**src/rtl/gpd_pkg.sv**
```systemverilog
package gpd_pkg;

  localparam int unsigned GPD_AW = 5;

  typedef enum logic [GPD_AW-1:0] {
    SEL_EDGE    = 5'h00,
    SEL_POL     = 5'h04,
    SEL_BOTH    = 5'h08,
    SEL_MASK    = 5'h0C,
    SEL_UNMASK  = 5'h10,
    SEL_MASKSET = 5'h14,
    SEL_STATUS  = 5'h18
  } gpd_reg_e;

  typedef struct packed {
    logic edge_we;
    logic pol_we;
    logic both_we;
    logic unm_we;
    logic msk_we;
    logic clr_we;
  } gpd_wr_s;

endpackage

```
**src/rtl/gpd_cfg_regs.sv**
```systemverilog
module gpd_cfg_regs
  import gpd_pkg::*;
#(
  parameter int unsigned N = 32
) (
  input  logic         clk,
  input  logic         rst,
  input  gpd_wr_s      wr,
  input  logic [N-1:0] wdata,
  output logic [N-1:0] edge_q,
  output logic [N-1:0] pol_q,
  output logic [N-1:0] both_q,
  output logic [N-1:0] mask_q,
  output logic [N-1:0] mask_d
);

  always_comb begin
    mask_d = mask_q;
    if (wr.unm_we) mask_d = mask_q & ~wdata;
    if (wr.msk_we) mask_d = mask_q | wdata;
  end

  always_ff @(posedge clk) begin
    if (rst) begin
      edge_q <= '0;
      pol_q  <= '0;
      both_q <= '0;
      mask_q <= '1;
    end else begin
      if (wr.edge_we) edge_q <= wdata;
      if (wr.pol_we)  pol_q  <= wdata;
      if (wr.both_we) both_q <= wdata;
      mask_q <= mask_d;
    end
  end

  // the mask moves only on a strobe write
  a_r7_mask_only_strobes: assert property (@(posedge clk) disable iff (rst)
    !(wr.unm_we || wr.msk_we) |=> $stable(mask_q));

endmodule

```
**src/rtl/gpd_detect.sv**
```systemverilog
module gpd_detect #(
  parameter int unsigned N = 32
) (
  input  logic         clk,
  input  logic         rst,
  input  logic [N-1:0] pin_i,
  input  logic [N-1:0] edge_q,
  input  logic [N-1:0] pol_q,
  input  logic [N-1:0] both_q,
  output logic [N-1:0] evt
);

  // Previous level follows the pins during reset too, so release is quiet.
  logic [N-1:0] prev_q;

  always_ff @(posedge clk) begin
    prev_q <= pin_i;
  end

  for (genvar i = 0; i < N; i++) begin : g_pin
    logic rise, fall, edge_hit, lvl_hit;
    assign rise     = pin_i[i] & ~prev_q[i];
    assign fall     = ~pin_i[i] & prev_q[i];
    assign edge_hit = both_q[i] ? (rise | fall) : (pol_q[i] ? rise : fall);
    assign lvl_hit  = pol_q[i] ? pin_i[i] : ~pin_i[i];
    assign evt[i]   = edge_q[i] ? edge_hit : lvl_hit;
  end

  // an edge-mode pin with an unchanged level never reports an event
  a_r2_edge_needs_change: assert property (@(posedge clk) disable iff (rst)
    ((evt & edge_q & ~(pin_i ^ prev_q)) == '0));

endmodule

```
**src/rtl/gpd_status.sv**
```systemverilog
module gpd_status #(
  parameter int unsigned N = 32
) (
  input  logic         clk,
  input  logic         rst,
  input  logic [N-1:0] evt,
  input  logic         clr_we,
  input  logic [N-1:0] wdata,
  input  logic [N-1:0] mask_d,
  output logic [N-1:0] status_q,
  output logic         irq_q
);

  logic [N-1:0] clr_bits;
  logic [N-1:0] status_d;

  assign clr_bits = clr_we ? wdata : '0;
  assign status_d = (status_q & ~clr_bits) | evt;

  always_ff @(posedge clk) begin
    if (rst) begin
      status_q <= '0;
      irq_q    <= 1'b0;
    end else begin
      status_q <= status_d;
      irq_q    <= |(status_d & ~mask_d);
    end
  end

  // an event always lands, even against a clear of the same bit
  a_r6_event_wins: assert property (@(posedge clk) disable iff (rst)
    (|evt) |=> ((status_q & $past(evt)) == $past(evt)));

  // a bit never rises without an event
  a_r6_no_spurious_set: assert property (@(posedge clk) disable iff (rst)
    1'b1 |=> ((status_q & ~$past(status_q) & ~$past(evt)) == '0));

endmodule

```
**src/rtl/gpio_event_detect.sv**
```systemverilog
module gpio_event_detect
  import gpd_pkg::*;
#(
  parameter int unsigned N = 32
) (
  input  logic              clk,
  input  logic              rst,
  input  logic [N-1:0]      pin_i,
  input  logic              wr_en,
  input  logic [GPD_AW-1:0] wr_addr,
  input  logic [N-1:0]      wr_data,
  input  logic [GPD_AW-1:0] rd_addr,
  output logic [N-1:0]      rd_data,
  output logic              irq_o
);

  gpd_wr_s      wr;
  logic [N-1:0] edge_q, pol_q, both_q, mask_q, mask_d;
  logic [N-1:0] evt, status_q;

  always_comb begin
    wr = '0;
    if (wr_en) begin
      unique case (gpd_reg_e'(wr_addr))
        SEL_EDGE:    wr.edge_we = 1'b1;
        SEL_POL:     wr.pol_we  = 1'b1;
        SEL_BOTH:    wr.both_we = 1'b1;
        SEL_UNMASK:  wr.unm_we  = 1'b1;
        SEL_MASKSET: wr.msk_we  = 1'b1;
        SEL_STATUS:  wr.clr_we  = 1'b1;
        default:     ;
      endcase
    end
  end

  gpd_cfg_regs #(.N(N)) u_cfg (
    .clk(clk), .rst(rst), .wr(wr), .wdata(wr_data),
    .edge_q(edge_q), .pol_q(pol_q), .both_q(both_q),
    .mask_q(mask_q), .mask_d(mask_d)
  );

  gpd_detect #(.N(N)) u_det (
    .clk(clk), .rst(rst), .pin_i(pin_i),
    .edge_q(edge_q), .pol_q(pol_q), .both_q(both_q), .evt(evt)
  );

  gpd_status #(.N(N)) u_sts (
    .clk(clk), .rst(rst), .evt(evt), .clr_we(wr.clr_we), .wdata(wr_data),
    .mask_d(mask_d), .status_q(status_q), .irq_q(irq_o)
  );

  always_ff @(posedge clk) begin
    if (rst) begin
      rd_data <= '0;
    end else begin
      unique case (gpd_reg_e'(rd_addr))
        SEL_EDGE:   rd_data <= edge_q;
        SEL_POL:    rd_data <= pol_q;
        SEL_BOTH:   rd_data <= both_q;
        SEL_MASK:   rd_data <= mask_q;
        SEL_STATUS: rd_data <= status_q;
        default:    rd_data <= '0;
      endcase
    end
  end

  // interrupt tracks unmasked pending bits in the same edge
  a_r9_irq_matches: assert property (@(posedge clk) disable iff (rst)
    irq_o == |(status_q & ~mask_q));

endmodule

```
**config.mk**
```make
export PLATFORM = sky130hd
export DESIGN_NAME = gpio_event_detect
export DESIGN_NICKNAME = d
export VERILOG_FILES = /design/src/rtl/gpd_pkg.sv /design/src/rtl/gpd_cfg_regs.sv /design/src/rtl/gpd_detect.sv /design/src/rtl/gpd_status.sv /design/src/rtl/gpio_event_detect.sv
export SDC_FILE = /design/constraint.sdc
export NUM_CORES = 1
export LEC_CHECK = 0
export ABC_CLOCK_PERIOD_IN_PS = 2300
export BUFFER_PORTS_ARGS = -buffer_cell sky130_fd_sc_hd__buf_2
export CORE_ASPECT_RATIO = 0.5
export CORE_MARGIN = 3
export CORE_UTILIZATION = 54
export DETAILED_ROUTE_END_ITERATION = 10
export PLACE_DENSITY = 0.77
export SYNTH_ARGS = -nofsm -noshare
export SYNTH_HDL_FRONTEND = slang
export SYNTH_SLANG_ARGS = --single-unit
export TNS_END_PERCENT = 100
```
**constraint.sdc**
```tcl
create_clock -name clk -period 2.3 [get_ports clk]
set_clock_uncertainty 0.15 [all_clocks]
set_input_delay 0.345 -clock clk [delete_from_list [all_inputs] [get_ports clk]]
set_output_delay 0.345 -clock clk [all_outputs]
set_load 0.05 [all_outputs]
```
# After elaboration in Yosys (flattened, before gate mapping)
# Cells that the tools add are included.
# Widths: inputs -> output; s select.
# classes
addsub,0
mul,0
div,0
magnitude_cmp,0
n_eq_ne,9
n_shift,0
muxes,139
n_bitwise,168
reduce_logical,3
# op_table
cell,count
$pmux 32 s5,1
$mux 1,134
$and 32x32->32,3
$mux 32,3
$not 32->32,3
$and 1x1->1,64
$not 1->1,64
$or 32x32->32,2
$or 1x1->1,32
$reduce_or 32->1,1
$eq 5x5->1 const B,4
$eq 5x4->1 const B,3
$eq 5x3->1 const B,2
$logic_not 5->1,2
$mux 6,1
# word_totals
register_bits,225
latch_bits,0
ram_bits,0
romBits,0
output_inout_bits,33
wordCells,327
mem_count,0

# Longest topological paths before layout
# Gate-level depths: netlist (run 1).
# logic_depth
ltp_word,9
ltp_mapped,8
depth_no_buf,8

# Cells and area by module
# Synthesis (run 1) repeated with hierarchy kept, for this count alone.
# unflattened
cells_unflattened,1256
area_unflattened_um2,12147.9
# by_module_without_submodules
mod,n_inst,cells_each,area_per_inst_um2
gpd_cfg_regs,1,480,5013.6
gpd_detect,1,320,3123.0
gpio_event_detect,1,231,2224.6
gpd_status,1,225,1786.7

# Least setup slack after synthesis (run 1)
# Ideal clock, no wire load.
# synth_timing
path_kind,input-to-reg
start,in wr_addr[1]
end,reg u_sts.irq_q
setup_ns,0.147
t_arrival_ns,2.170
slack_ns,-0.167
cell_stages,7
n_path_buf,1
path_cell_list,or4b_1 -> buf_2 -> o31a_1 -> o311ai_1 -> o2111ai_1 -> a2111oi_2 -> a41oi_1
# synth_between
elab_chain_len,9
# synth_lines
item,line_no,rtl
start: declaration,gpio_event_detect.sv:10,"input logic [GPD_AW-1:0] wr_addr,"
$eq 5x5->1,gpio_event_detect.sv:24,unique case (gpd_reg_e'(wr_addr))
$mux 1,gpio_event_detect.sv:24,
$mux 6 *,gpio_event_detect.sv:23,if (wr_en) begin
$mux 32,gpd_status.sv:17,assign clr_bits = clr_we ? wdata : '0;
$not 32->32,gpd_status.sv:18,assign status_d = (status_q & ~clr_bits) | evt;
$and 32x32->32,gpd_status.sv:18,
$or 32x32->32,gpd_status.sv:18,
$and 32x32->32 *,gpd_status.sv:26,irq_q <= |(status_d & ~mask_d);
$reduce_or 32->1 *,gpd_status.sv:26,
end signal: assignment,gpd_status.sv:26,
end: declaration,gpd_status.sv:11,output logic irq_q
# Mark *: on every way between the ends. The rest lies on a longest branch, timed or not.
# A chain may end at the register's enable or synchronous reset.

# Final worst setup path (run 1)
# Ends and elaborated chain as after synthesis.

==> results.py, run 1 <==
metrics = {
    "sta": {
        "whs_ps": 18.8,
        "finalCritPeriodShare_pct": 101,
        "setup_violations": 1,
        "hold_viol": 0,
        "worstMarginPinSlew_ps": 635,
        "min_period_ps": 2330,
        "slew_viol_final": 0,
        "relSlewSlack_pct": 57.7,
        "rsz0062_at_grt": "yes",
        "fin_ws_ps": -30.2,
        "clock.fmax_mhz": 429,
        "tns_ps": -30.2,
    },
    "worst_hold_path": {
        "hp-class": "input port to flip-flop",
    },
    "placed_design": {
        "io_buffers": 109,
        "gp_congestion": 0.946,
        "dp_hpwl_um": 21500,
    },
    "synth": {
        "synth_seq_cells": 225,
        "synth-main-ff-cell": "dfxtp_1",
        "syn_inst": 1277,
        "ys_types": 48,
        "synth_warnings": 0,
        "synthArstFlopShare_pct": 0,
        "synth_area_sq_mm": 0.0108,
        "ys_seq_area_share_pct": 41.6,
        "synth_area_per_cell_sq_um": 8.47,
        "synth_nets": 1418,
        "synth_edf_count": 0,
    },
    "critical_path": {
        "crit_family": "compound AO/OA/AOI/OAI gates",
        "critPathRequiredTime_ps": 2500,
        "path_cells": "buf_2 > or4b_1 > buf_6 > o31a_1 > o311ai_2 > o2111ai_2 > a2111oi_2 > a41oi_1",
        "end_kind": "flip-flop",
        "crit_path_max_incr_delay_ps": 540,
        "critPathArrivalTime_ps": 2530,
        "cp_max_fo": 10,
        "path_class": "input port to flip-flop",
        "slowest_stage": "or4b_1",
        "path_buf_inv": 2,
        "startpoint_type": "input port",
    },
    "power_and_ir_drop": {
        "leakage_nw": 5.75,
        "ir_drop_uv": 404,
        "cellPowerDensity_mw_per_mm2": 620,
    },
    "finish": {
        "multi_input_area_sq_mm": 0.00595,
        "fin_nets": 1629,
        "final_common_cell": "nand2_1",
        "final_layout_size_suffix_gt1_share_pct": 22.1,
        "mostFrequentLayoutCells": "nand2_1, dfxtp_1, a21oi_1",
        "seqCellArea_sq_mm": 0.00451,
        "synthToLayoutAreaGrowth_pct": 26.9,
        "fillCellCount": 1363,
    },
    "clock_tree": {
        "cts_num_sinks": 225,
        "clk_pin_slew_ps": 70,
        "tritoncts": "built",
        "cts_buffer_depth": 3,
        "insertion_delay_ps": 490,
        "cts.root.buffer_cell": "clkbuf_16",
        "cts_buffers": 20,
        "cts_max_level": 1,
    },
    "die": {
        "dieArea_sq_mm": 0.0219,
        "std_cell_rows": 35,
        "die_x_um": 206,
        "start_util_pct": 56.9,
        "ios": 110,
        "placeableCoreArea_sq_mm": 0.0190,
        "die_h_um": 106,
    },
    "route": {
        "wl_um": 33900,
        "first_pass_iters": 8,
        "drc": 0,
        "ant_nets": 0,
        "vias": 10560,
        "drt_iter0_drc": 1323,
        "routed_via_density": 6.00,
        "wl_per_cell_um": 19.3,
    },
    "status": {
        "violations": "negative setup slack",
        "status": "finished, violations left",
    },
    "global_routing": {
        "grt_usage_pct": 30.0,
        "overflow": 0,
        "first_global_vias": 10428,
        "grt_max_degree": 130,
        "grt_pass1_wl_um": 53000,
        "antenna_found_initial": 1,
    },
    "run": {
        "max_cap_viol_count": 0,
    },
}
==> per-stage QoR <==
step                total power, mW  std cells  worst slack (ps)  area [sq um]  util (%)
floorplan                      4.56       1277             -82.2         10800         -
global placement               4.92       1666              -498         12300      64.6
detailed placement             4.96       1666              -557         12300      64.6
CTS                            8.47       1758              2.55         13600      71.4
global route                   8.77       1759              -170         13700      72.3
finish                         8.51       1759             -30.2         13700      72.3
==> metal layers <==
metal	wire length (um)	part of all wire [%]	global-route usage, %	vias to the layer above
met3	3340	9.9	5.60	115
met2	15500	46	49.5	588
met1	13900	41	39.4	4996
met5	0	0	0	-
li1	-	-	-	4861
met4	1100	3.2	11.1	0
==> cell families (layout without fill, tap and decap cells) <==
family,count (synthesis),in the layout,share of synthesized area [%]
flops,225,225,41.6
mux,88,88,8.88
xor+xnor,32,32,2.59
simple gates,437,437,17.4
buf+inv,155,377,5.39
fa+ha+maj,64,64,7.40
other cells,0,1,0
compound gates,276,276,16.7
==> report_power, final <==
group / switching, mW / internal (mW)
Combinational: 0.530 / 0.430
Sequential: 0.0587 / 3.99
Clock: 1.50 / 2.01
==> path summary, 6_finish.rpt <==
path                            startpoint                             to  slack [ps]  cells after the start
max                             wr_addr[1]         u_sts.irq_q$_SDFF_PP0_         -30                      8
min                            wr_data[16]  u_cfg.edge_q[16]$_SDFFE_PP0P_          20                      3
max reg2reg       u_det.prev_q[20]$_DFF_P_         u_sts.irq_q$_SDFF_PP0_         -20                      8
min reg2reg  u_cfg.edge_q[17]$_SDFFE_PP0P_  u_cfg.edge_q[17]$_SDFFE_PP0P_         330                      2
==> sequential cells by signal (all words and copies together) (netlist names) <==
signal and flops:
u_cfg.edge_q 32, u_cfg.both_q 32, u_cfg.mask_q 32, u_det.prev_q 32, u_sts.status_q 32, u_sts.irq_q 1
rd_data 32, u_cfg.pol_q 32
==> synth_stat cells, types with 3 or more instances <==
cell type	n	area, sq um
nor2b_1	5	31.3
a222oi_1	32	320
nand2b_1	26	163
nor3_1	9	45.0
nor2_1	26	97.6
xnor2_1	20	175
a22oi_1	4	30.0
a22o_1	4	35.0
a31oi_1	26	163
xor2_1	12	105
dfxtp_1	225	4500
o311ai_1	6	52.6
nand4_1	6	37.5
mux2i_1	24	240
o21ai_0	20	100
o211a_1	6	60.1
ha_1	64	801
nand3_1	69	345
o31ai_1	6	45.0
inv_1	77	289
mux2_2	64	721
o211ai_1	20	150
a311oi_1	4	35.0
nand2_1	281	1050
a211o_1	4	35.0
and2_1	3	18.8
a21oi_1	128	641
o31a_1	6	52.6
clkbuf_1	76	285
==> what timing repair did <==
| item | 4_1_cts | 5_1_grt |
|---|---|---|
| endpoints found under the hold margin | 100 | 0 |
| hold buffers | 59 | 0 |
| pin swaps | 1 | 16 |
| endpoints found under the setup margin | 1 | 1 |
| resized for setup | 7 | 31 |
| cloned | 0 | 0 |
| setup buffers | 0 | 0 |
==> area by class of cell <==
type / count / share of cell area, %
clock buffers: 27 / 3.99
inverters: 77 / 2.10
multi-input cells: 897 / 43.3
well taps: 259 / 2.36
diodes: 1 / 0.0182
flip-flops and latches: 225 / 32.8
repair buffers: 267 / 14.6
clock inverters: 6 / 0.784
==> worst min-delay path, delay by kind of cell <==
family / cells / cell delay [ps]
AOI/OAI and AO/OA: 1 / 50
and+or+nand+nor: 1 / 70
buffers and inverters: 1 / 140
Power figures use the tool's default switching activity.
==> run 2, diff against run 1 <==
--- a/config.mk
+++ b/config.mk
@@ -12,6 +12,7 @@
 export CORE_UTILIZATION = 54
 export DETAILED_ROUTE_END_ITERATION = 10
 export PLACE_DENSITY = 0.77
+export SKIP_CTS_REPAIR_TIMING = 1
 export SYNTH_ARGS = -nofsm -noshare
 export SYNTH_HDL_FRONTEND = slang
 export SYNTH_SLANG_ARGS = --single-unit
==> results.py, run 2 (same netlist as run 1, synthesis figures left out) <==
metrics = {
    "die": {
        "dieArea_sq_mm": 0.0219,
        "die_x_um": 206,
        "std_cell_rows": 35,
        "die_h_um": 106,
        "start_util_pct": 56.9,
        "placeableCoreArea_sq_mm": 0.0190,
        "ios": 110,
    },
    "worst_hold_path": {
        "hp-start": "wr_data[14]",
        "hp-class": "input port to flip-flop",
    },
    "critical_path": {
        "path_cells": "inv_1 > ha_1 > mux2_2 > o211a_1 > o311ai_1 > o2111ai_1 > a2111oi_2 > a41oi_1",
        "startpoint_type": "flip-flop",
        "r2r_start": "u_det.prev_q[20]$_DFF_P_",
        "cp_max_fo": 2,
        "path_buf_inv": 1,
        "critPathArrivalTime_ps": 2550,
        "cp-startpoint": "u_det.prev_q[20]$_DFF_P_",
        "end_kind": "flip-flop",
        "path_class": "flip-flop to flip-flop",
        "slowest_stage": "dfxtp_1",
        "crit_path_max_incr_delay_ps": 350,
        "crit_family": "compound AO/OA/AOI/OAI gates",
        "critPathRequiredTime_ps": 2500,
    },
    "clock_tree": {
        "cts.root.buffer_cell": "clkbuf_16",
        "cts_num_sinks": 225,
        "cts_max_level": 1,
        "cts_buffers": 20,
        "insertion_delay_ps": 490,
        "cts_buffer_depth": 3,
        "tritoncts": "built",
        "clk_pin_slew_ps": 70,
    },
    "finish": {
        "fin_nets": 1611,
        "final_common_cell": "nand2_1",
        "fillCellCount": 1426,
        "final_layout_size_suffix_gt1_share_pct": 21.8,
        "stdcell_area_sq_mm": 0.0134,
        "synthToLayoutAreaGrowth_pct": 24.1,
        "mostFrequentLayoutCells": "nand2_1, dfxtp_1, a21oi_1",
    },
    "power_and_ir_drop": {
        "pwr-share-comb_pct": 10.8,
        "pwr-share-seq_pct": 47.8,
        "internal-power_mw": 6.40,
        "ir_drop_uv": 398,
        "p_sw_mw": 2.07,
        "p_total_mw": 8.47,
        "cellPowerDensity_mw_per_mm2": 631,
        "switching_share_pct": 24.4,
        "pwr-share-clk_pct": 41.4,
        "leakage_nw": 5.67,
    },
    "route": {
        "drc": 0,
        "dr_wl_met2_um": 15300,
        "routed_via_density": 6.01,
        "ant_nets": 0,
        "drt_iter0_drc": 1262,
        "wl_met1_um": 13600,
        "vias": 10469,
        "first_pass_iters": 8,
        "wl_per_cell_um": 19.2,
        "wl_um": 33400,
        "top_layer_used": "met5",
        "met3WireLength_um": 3540,
    },
    "sta": {
        "slew_viol_final": 0,
        "clock.fmax_mhz": 425,
        "fin_ws_ps": -51.6,
        "setup_violations": 1,
        "hold_viol": 28,
        "min_period_ps": 2350,
        "finalCritPeriodShare_pct": 102,
        "whs_ps": -16.3,
        "rsz0062_at_grt": "yes",
        "relSlewSlack_pct": 59.3,
        "worstMarginPinSlew_ps": 611,
    },
    "global_routing": {
        "first_global_vias": 10033,
        "grt_max_degree": 130,
        "overflow": 0,
        "antenna_found_initial": 3,
        "grt_usage_pct": 29.0,
        "grt_pass1_wl_um": 51100,
    },
    "placed_design": {
        "io_buffers": 109,
        "gp_congestion": 0.946,
        "dp_hpwl_um": 21500,
        "post_dp_cell_area_sq_mm": 0.0123,
    },
    "status": {
        "status": "finished, violations left",
        "violations": "negative hold slack, negative setup slack",
    },
    "run": {
        "max_cap_viol_count": 0,
    },
}
[run 2: routing by layer]
| layer | GRT usage (%) | vias up |
|---|---|---|
| met2 | 47.9 | 582 |
| met4 | 9.63 | 2 |
| met1 | 38.8 | 4965 |
| met3 | 4.77 | 97 |
| li1 | - | 4823 |
| met5 | 0 | - |
[run 2: worst paths after layout]
path	end	slack, ps	cells after the start
setup / recovery	u_sts.irq_q$_SDFF_PP0_	-50	8
hold / removal	u_cfg.pol_q[14]$_SDFFE_PP0P_	-20	3
setup reg to reg	u_sts.irq_q$_SDFF_PP0_	-50	8
hold reg to reg	u_cfg.edge_q[17]$_SDFFE_PP0P_	330	2
[run 2: worst reg2reg max path, cell delays in order, from the launching register on]
cell	delay, ps
dfxtp_1	350
inv_1	60
ha_1	190
mux2_2	270
o211a_1	230
o311ai_1	320
o2111ai_1	230
a2111oi_2	270
a41oi_1	140
[run 2: power groups by stage]
stage | combinational, mW | sequential, mW | clock (mW)
detailed placement | 0.823 | 4.13 | 0
floorplan | 0.426 | 4.13 | 0
finish | 0.915 | 4.05 | 3.51
CTS | 0.832 | 4.04 | 3.51
global route | 0.989 | 4.05 | 3.67
global placement | 0.797 | 4.13 | 0
[run 2: cell type report]
class	count	area, sq um	area share [%]
multi-input cells	897	5830	43.4
clock buffers	27	548	4.08
diodes	2	5.00	0.0373
repair buffers	249	1820	13.5
flip-flops and latches	225	4510	33.6
clock inverters	6	108	0.801
inverters	77	289	2.15
well taps	259	324	2.41
[run 2: per-stage QoR]
stage / std cells / hold slack (ps) / util [%] / setup WS [ps] / TNS (ps)
after floorplan: 1277 / 223 / - / -82.2 / -82.2
after global placement: 1666 / 314 / 64.6 / -498 / -498
after detailed placement: 1666 / 322 / 64.6 / -557 / -557
after CTS: 1699 / -163 / 68.1 / -119 / -119
after global routing: 1742 / 0.849 / 70.6 / -160 / -160
final: 1742 / -16.3 / 70.6 / -51.6 / -51.6
